### config.mk
export PLATFORM = sky130hd
export DESIGN_NAME = seq_xfer_top
export DESIGN_NICKNAME = d
export VERILOG_FILES = /design/src/rtl/seq_xfer_pkg.sv /design/src/rtl/seq_xfer_ctrl.sv /design/src/rtl/seq_xfer_dp.sv /design/src/rtl/seq_xfer_top.sv
export SDC_FILE = /design/constraint.sdc
export NUM_CORES = 1
export LEC_CHECK = 0
export BUFFER_PORTS_ARGS = -buffer_cell sky130_fd_sc_hd__buf_2
export CAP_MARGIN = 20
export CORE_AREA = 3 3 40 42
export DETAILED_ROUTE_END_ITERATION = 16
export DIE_AREA = 0 0 43 45
export PLACE_DENSITY = 0.58
export SLEW_MARGIN = 10
export SYNTH_ARGS = -nofsm -noshare
export SYNTH_HDL_FRONTEND = slang
export SYNTH_SLANG_ARGS = --single-unit
### constraint.sdc
create_clock -name clk -period 1.37 [get_ports clk]
set_clock_uncertainty 0.1 [all_clocks]
set_input_delay 0.0685 -clock clk [delete_from_list [all_inputs] [get_ports clk]]
set_output_delay 0.0685 -clock clk [all_outputs]
set_load 0.02 [all_outputs]
### src/rtl/seq_xfer_pkg.sv
package seq_xfer_pkg;

  // Number of steps in the fixed register-transfer program.
  localparam int NUM_STEPS = 5;

  // Positions of each step in the controller ring (the order is behaviour).
  localparam int STEP_CAPTURE = 0;
  localparam int STEP_INVERT  = 1;
  localparam int STEP_REVERSE = 2;
  localparam int STEP_MERGE   = 3;
  localparam int STEP_EMIT    = 4;

  // Strobes from the controller to the datapath; at most one high per cycle.
  typedef struct packed {
    logic loadA;   // a <= x
    logic invC;    // c <= ~a
    logic revB;    // b <= bit-reversed c
    logic orC;     // c <= a | b
    logic emitZ;   // z <= c
  } stepStrobes_t;

endpackage

### src/rtl/seq_xfer_ctrl.sv
module seq_xfer_ctrl
  import seq_xfer_pkg::*;
(
  input  logic         clk,
  input  logic         rst,
  input  logic         startReq,
  output stepStrobes_t strobes,
  output logic         busy
);

  localparam int LAST = NUM_STEPS - 1;

  // One-hot ring: a single token walks from capture to emit, then drops out.
  logic [NUM_STEPS-1:0] ringQ;
  logic [NUM_STEPS-1:0] ringD;
  logic                 idle;

  assign idle = ~(|ringQ);

  // Next-state: shift one place; inject a token only when the ring is empty.
  genvar gi;
  generate
    for (gi = 0; gi < NUM_STEPS; gi++) begin : g_ring
      if (gi == 0) begin : g_head
        assign ringD[gi] = idle & startReq;
      end else begin : g_body
        assign ringD[gi] = ringQ[gi-1];
      end
    end
  endgenerate

  always_ff @(posedge clk) begin
    if (rst) begin
      ringQ <= '0;
    end else begin
      ringQ <= ringD;
    end
  end

  assign busy = ~idle;

  always_comb begin
    strobes.loadA = ringQ[STEP_CAPTURE];
    strobes.invC  = ringQ[STEP_INVERT];
    strobes.revB  = ringQ[STEP_REVERSE];
    strobes.orC   = ringQ[STEP_MERGE];
    strobes.emitZ = ringQ[STEP_EMIT];
  end

  // never more than one active step.
  a_r3_single_token: assert property (@(posedge clk) disable iff (rst)
    $onehot0(ringQ));

  // a start seen while idle puts the token on the capture step.
  a_r2_start_enters_capture: assert property (@(posedge clk) disable iff (rst)
    (startReq && idle) |=> (ringQ[STEP_CAPTURE] && $onehot(ringQ)));

  // a start during a run neither restarts nor duplicates the token.
  a_r8_busy_start_ignored: assert property (@(posedge clk) disable iff (rst)
    (busy && !ringQ[LAST]) |=> ($onehot(ringQ) && !ringQ[STEP_CAPTURE]));

  // the run ends right after the emit step.
  a_r6_end_after_emit: assert property (@(posedge clk) disable iff (rst)
    ringQ[LAST] |=> !busy);

endmodule

### src/rtl/seq_xfer_dp.sv
module seq_xfer_dp
  import seq_xfer_pkg::*;
#(
  parameter int WIDTH = 2
) (
  input  logic               clk,
  input  logic               rst,
  input  stepStrobes_t       strobes,
  input  logic [WIDTH-1:0]   xIn,
  output logic [WIDTH-1:0]   zOut
);

  localparam int MSB = WIDTH - 1;

  logic [WIDTH-1:0] regA;
  logic [WIDTH-1:0] regB;
  logic [WIDTH-1:0] regC;
  logic [WIDTH-1:0] zHold;
  logic [WIDTH-1:0] cReversed;
  logic [WIDTH-1:0] cNext;
  logic             cLoad;

  // Full bit reversal of c: bit i takes bit MSB-i.
  genvar gb;
  generate
    for (gb = 0; gb < WIDTH; gb++) begin : g_rev
      assign cReversed[gb] = regC[MSB-gb];
    end
  endgenerate

  // c has two writers; the strobes are exclusive, invert takes precedence.
  always_comb begin
    cLoad = strobes.invC | strobes.orC;
    if (strobes.invC) begin
      cNext = ~regA;
    end else begin
      cNext = regA | regB;
    end
  end

  always_ff @(posedge clk) begin
    if (rst) begin
      regA  <= '0;
      regB  <= '0;
      regC  <= '0;
      zHold <= '0;
    end else begin
      if (strobes.loadA) regA  <= xIn;
      if (strobes.revB)  regB  <= cReversed;
      if (cLoad)         regC  <= cNext;
      if (strobes.emitZ) zHold <= regC;
    end
  end

  // Live value during the emit step, held copy otherwise.
  assign zOut = strobes.emitZ ? regC : zHold;

  // each register moves only at its own step.
  a_r10_a_only_at_capture: assert property (@(posedge clk) disable iff (rst)
    !strobes.loadA |=> $stable(regA));
  a_r10_b_only_at_reverse: assert property (@(posedge clk) disable iff (rst)
    !strobes.revB |=> $stable(regB));
  a_r10_c_only_at_invert_merge: assert property (@(posedge clk) disable iff (rst)
    !(strobes.invC || strobes.orC) |=> $stable(regC));
  // the held output changes only at the emit step.
  a_r7_hold_between_runs: assert property (@(posedge clk) disable iff (rst)
    !strobes.emitZ |=> $stable(zHold));

  // the controller never asks for two transfers at once.
  always_comb begin
    if (!rst) begin
      a_r3_strobes_exclusive: assert ($countones(strobes) <= 1);
    end
  end

endmodule

### src/rtl/seq_xfer_top.sv
module seq_xfer_top
  import seq_xfer_pkg::*;
#(
  parameter int WIDTH = 2
) (
  input  logic             clk,
  input  logic             rst,
  input  logic             start,
  input  logic [WIDTH-1:0] xIn,
  output logic [WIDTH-1:0] zOut,
  output logic             zValid,
  output logic             busy
);

  stepStrobes_t strobes;

  seq_xfer_ctrl ctrl_i (
    .clk      (clk),
    .rst      (rst),
    .startReq (start),
    .strobes  (strobes),
    .busy     (busy)
  );

  seq_xfer_dp #(
    .WIDTH (WIDTH)
  ) dp_i (
    .clk     (clk),
    .rst     (rst),
    .strobes (strobes),
    .xIn     (xIn),
    .zOut    (zOut)
  );

  assign zValid = strobes.emitZ;

endmodule

Word level (Yosys, flattened, before mapping):

Index checks and enable logic that the tools add are counted.

* bitwise logic cells: 5
* reductions and logical operators: 1
* mux-type cells: 2

Operators by type and width (count)
* $reduce_or 5->1: 1
* $mux 2: 2
* $not 2->2: 1
* $or 2x2->2: 1
* $and 1x1->1: 1
* $not 1->1: 1
* $or 1x1->1: 1

* logic and storage cells: 13
* register bits after elaboration: 13

Longest topological paths before layout:

* depth after elaboration: 3
* mapped depth: 2
* depth with buffers taken out: 2

Hierarchy:

A second synthesis with hierarchy kept.

* cell total of the unflattened synthesis: 43
* area total of the unflattened synthesis: 480.5 sq um

By module, submodules not included
* seq_xfer_dp: area each 297.8 sq um, seq. area each 160.2 sq um, cells each 26, instances 1
* seq_xfer_ctrl: area each 182.7 sq um, seq. area each 100.1 sq um, cells each 17, instances 1

Least setup slack after synthesis:

No wires, ideal clock.

* kind: register -> register
* start: register ctrl_i.ringQ[4]
* end: register dp_i.zHold[0]
* slack: 0.110 ns
* arrival time: 1.032 ns
* cell stages (with the launch flop): 3
* period minus slack after synthesis: 1.260 ns
* path through: dfxtp_1 -> mux2_2 -> nor2b_1

* cells in the longest elaborated chain, start to end: 1

RTL lines
* start: declaration: line seq_xfer_ctrl.sv:14 `logic [NUM_STEPS-1:0] ringQ;`
* start signal: assignment: line seq_xfer_ctrl.sv:36 `ringQ <= ringD;`
* $mux 2
* net zOut[0]: line seq_xfer_top.sv:10 `output logic [WIDTH-1:0] zOut,`
* end signal: assignment: line seq_xfer_dp.sv:51 `if (strobes.emitZ) zHold <= regC;`
* end: declaration: line seq_xfer_dp.sv:18 `logic [WIDTH-1:0] zHold;`

The timed path passes the listed nets, and every way through them passes these cells.
A chain may end at the register's enable or synchronous reset.

Worst setup path in the final report:

* start: register ctrl_i.ringQ[4]
* end: output port zOut[0]

* cells in the longest elaborated chain, start to end: 1

RTL lines
* $mux 2: line seq_xfer_dp.sv:56 `assign zOut = strobes.emitZ ? regC : zHold;`
* end: declaration: line seq_xfer_top.sv:10

No other way between the ends.

==> impl_metrics.ini <==
[outcome]
run_status = completed

[critical_path]
worstSetupEndpointType = primary output
r2r_end = dp_i.regC[0]
r2r_setup_slack_ps = 270
arrival_ps = 1120
crit_fanout = 4
setup.worst_path.class = reg2out
timing.rr.start = ctrl_i.ringQ[1]
setup_crit_start = ctrl_i.ringQ[4]
crit_path_start_kind = flop
worstPathRequired_ps = 1200
setup.worst_path.end = zOut[0]
ff2ff_path_depth = 2

[clocking]
cts_setup_buffers = 0
clkLatencyLatePin_ps = 270
ctsHtreeMaxLevel = 1
tritoncts = built
cts.sink_count = 13
tritoncts.num_buffers = 3
clock_tree.buffer_depth = 2
clock_tree.root_cell = sky130_fd_sc_hd__clkbuf_4
clock_pin_slew_of_the_registers_on_the_worst_case_setup_and_hold_paths_ps = 70

[floorplan]
initial_cell_density_of_the_core_pct = 35.0
io-pin-count = 9
die_height_um = 45
row_count = 13
die-width_um = 43
core_area_um2 = 1280
fp.dieArea_um2 = 1940

[detailed_routing]
routed_wire_length_on_met2_um = 332
vias_per_cell = 4.72
vias = 326
topRoutingLayerUsed = met4
post_drt_wl_per_cell_um = 11.1
wl_met1_um = 364
drt-total-wl_um = 768
detail_route.iter0.violations = 5
drt-pass1-iter-count = 4
detail_route.drc_violations = 0
detailroute.wirelength.met3_um = 61
drt.antenna.violating_nets = 0

[final_layout]
stdcell_count = 69
share_of_final_layout_standard_cells_stronger_than_drive_strength_1_pct = 27.8
antenna-diode-count = 0
syn2layout_area_growth_pct = 26.2
mostFrequentLayoutCells = sky130_fd_sc_hd__dfxtp_1, sky130_fd_sc_hd__buf_2, sky130_fd_sc_hd__nor2b_1, sky130_fd_sc_hd__nor2_1, sky130_fd_sc_hd__mux2i_1
num-nets-final = 60
layout.cells.most_common = sky130_fd_sc_hd__dfxtp_1

[timing]
fin_setup_tns_ps = 0
layout_worst_path_cycle_share_pct = 93.9
timing_worst_slew_pin_value_ps = 315
final.min_clock_period_ps = 1290
fmaxAchievable_mhz = 777
timing.slew.headroom_pct = 79.0
final.hold.worst_slack_ps = 19.7
setup_viol = 0
rsz0062_at_grt = false
hold_viol = 0
maxSlewViolCount = 0

[min_path]
hp-class = in2reg
worst_hold_startpoint = rst

[synthesis]
post_synth.cell_area_avg_um2 = 11.2
mappedNetlistNets = 45
synth-seq-cells = 13
ys_seq_area_share_pct = 57.9
synth_warnings = 0
syn-instance-count = 40
syn_area_um2 = 449
ys_types = 11

[global_route]
grt_util_all_layers_pct = 10.2
grt_pass1_vias = 308
grt_remaining_overflow = 0
grt_first_pass_wirelength_um = 1380
antenna_violations_before_repair = 0
maximum_number_of_pins_on_one_net_before_global_route_repair = 14

[placed_design]
portBuffers = 8
post_detail_place_hpwl_um = 549
cells_after_dpl = 62
place.gp.congestion = 0.728

[pwr]
power_per_cell_area_nw_per_um2 = 1190
static-leakage-power_nw = 0.230
vdd_drop_max_mv = 0.545

[run]
max_cap_violations = 0
==> logic make-up (layout without fill, tap and decap cells) <==
kind of cell | after synthesis | in the layout | synth area share (%)
simple gates | 18 | 18 | 22.8
flops | 13 | 13 | 57.9
mux | 6 | 6 | 13.9
compound gates | 2 | 2 | 4.46
buf+inv | 1 | 15 | 0.835
==> synthesized netlist by cell type (all sizes together) <==
master	count	share of area (%)
nor2b	6	8.4
nor3	3	3.3
nor4b	2	3.9
dfxtp	13	58
nor2	5	4.2
a2111oi	2	4.5
mux2	2	5.0
mux2i	4	8.9
clkbuf	1	0.83
nand2	1	0.83
and4b	1	2.2
==> area by class of cell <==
type	count	area, um2
Fill cell	134	718
Sequential cell	13	262
Multi-Input combinational cell	26	190
Timing Repair Buffer	11	70.1
Clock buffer	4	26.3
Tap cell	15	18.8
==> worst min-delay path by stage <==
stage	endpoint	slack, ps	cells after the start
after floorplan	dp_i.regC[0]	50	1
after global placement	dp_i.regA[0]	200	3
after detailed placement	dp_i.regA[1]	220	3
after CTS	dp_i.regA[0]	10	2
after global routing	dp_i.regA[1]	20	2
final	dp_i.regA[0]	20	2
==> where the power goes <==
| group | total [mW] | switching [mW] | internal [mW] |
|---|---|---|---|
| clock network | 0.224 | 0.112 | 0.113 |
| registers | 0.403 | 0.0133 | 0.390 |
| logic | 0.0486 | 0.0214 | 0.0272 |
| total | 0.676 | 0.146 | 0.529 |
==> metal layers <==
layer,track usage (%),vias to the layer above
li1,-,170
met1,12.3,142
met2,13.2,12
met3,6.37,2
met4,7.23,0
met5,0,-
==> state kept, by name (all words and copies together), names as in the netlist <==
| signal | count |
|---|---|
| ctrl_i.ringQ | 5 |
| dp_i.zHold | 2 |
| dp_i.regA | 2 |
| dp_i.regB | 2 |
| dp_i.regC | 2 |
==> metrics by stage <==
stage	cell area [um2]	util, %	power (mW)	setup slack [ps]
4_1_cts	561	43.6	0.690	25.7
3_3_place_gp	504	39.2	0.453	311
3_5_place_dp	504	39.2	0.452	302
2_1_floorplan	449	-	0.437	110
5_1_grt	567	44.1	0.725	17.4
6_report	567	44.1	0.676	83.3
==> worst max-delay path, cell delays in order, from the launching register on <==
cell	delay [ps]
sky130_fd_sc_hd__dfxtp_2	350
sky130_fd_sc_hd__mux2_2	340
sky130_fd_sc_hd__buf_2	160
==> repair_timing <==
item / 4_1_cts / 5_1_grt
hold buffers: 3 / 0
setup endpoints to repair: 0 / 3
endpoints found under the hold margin: 3 / 0
resized for setup: 0 / 2
(Power assumes the default switching activity.)
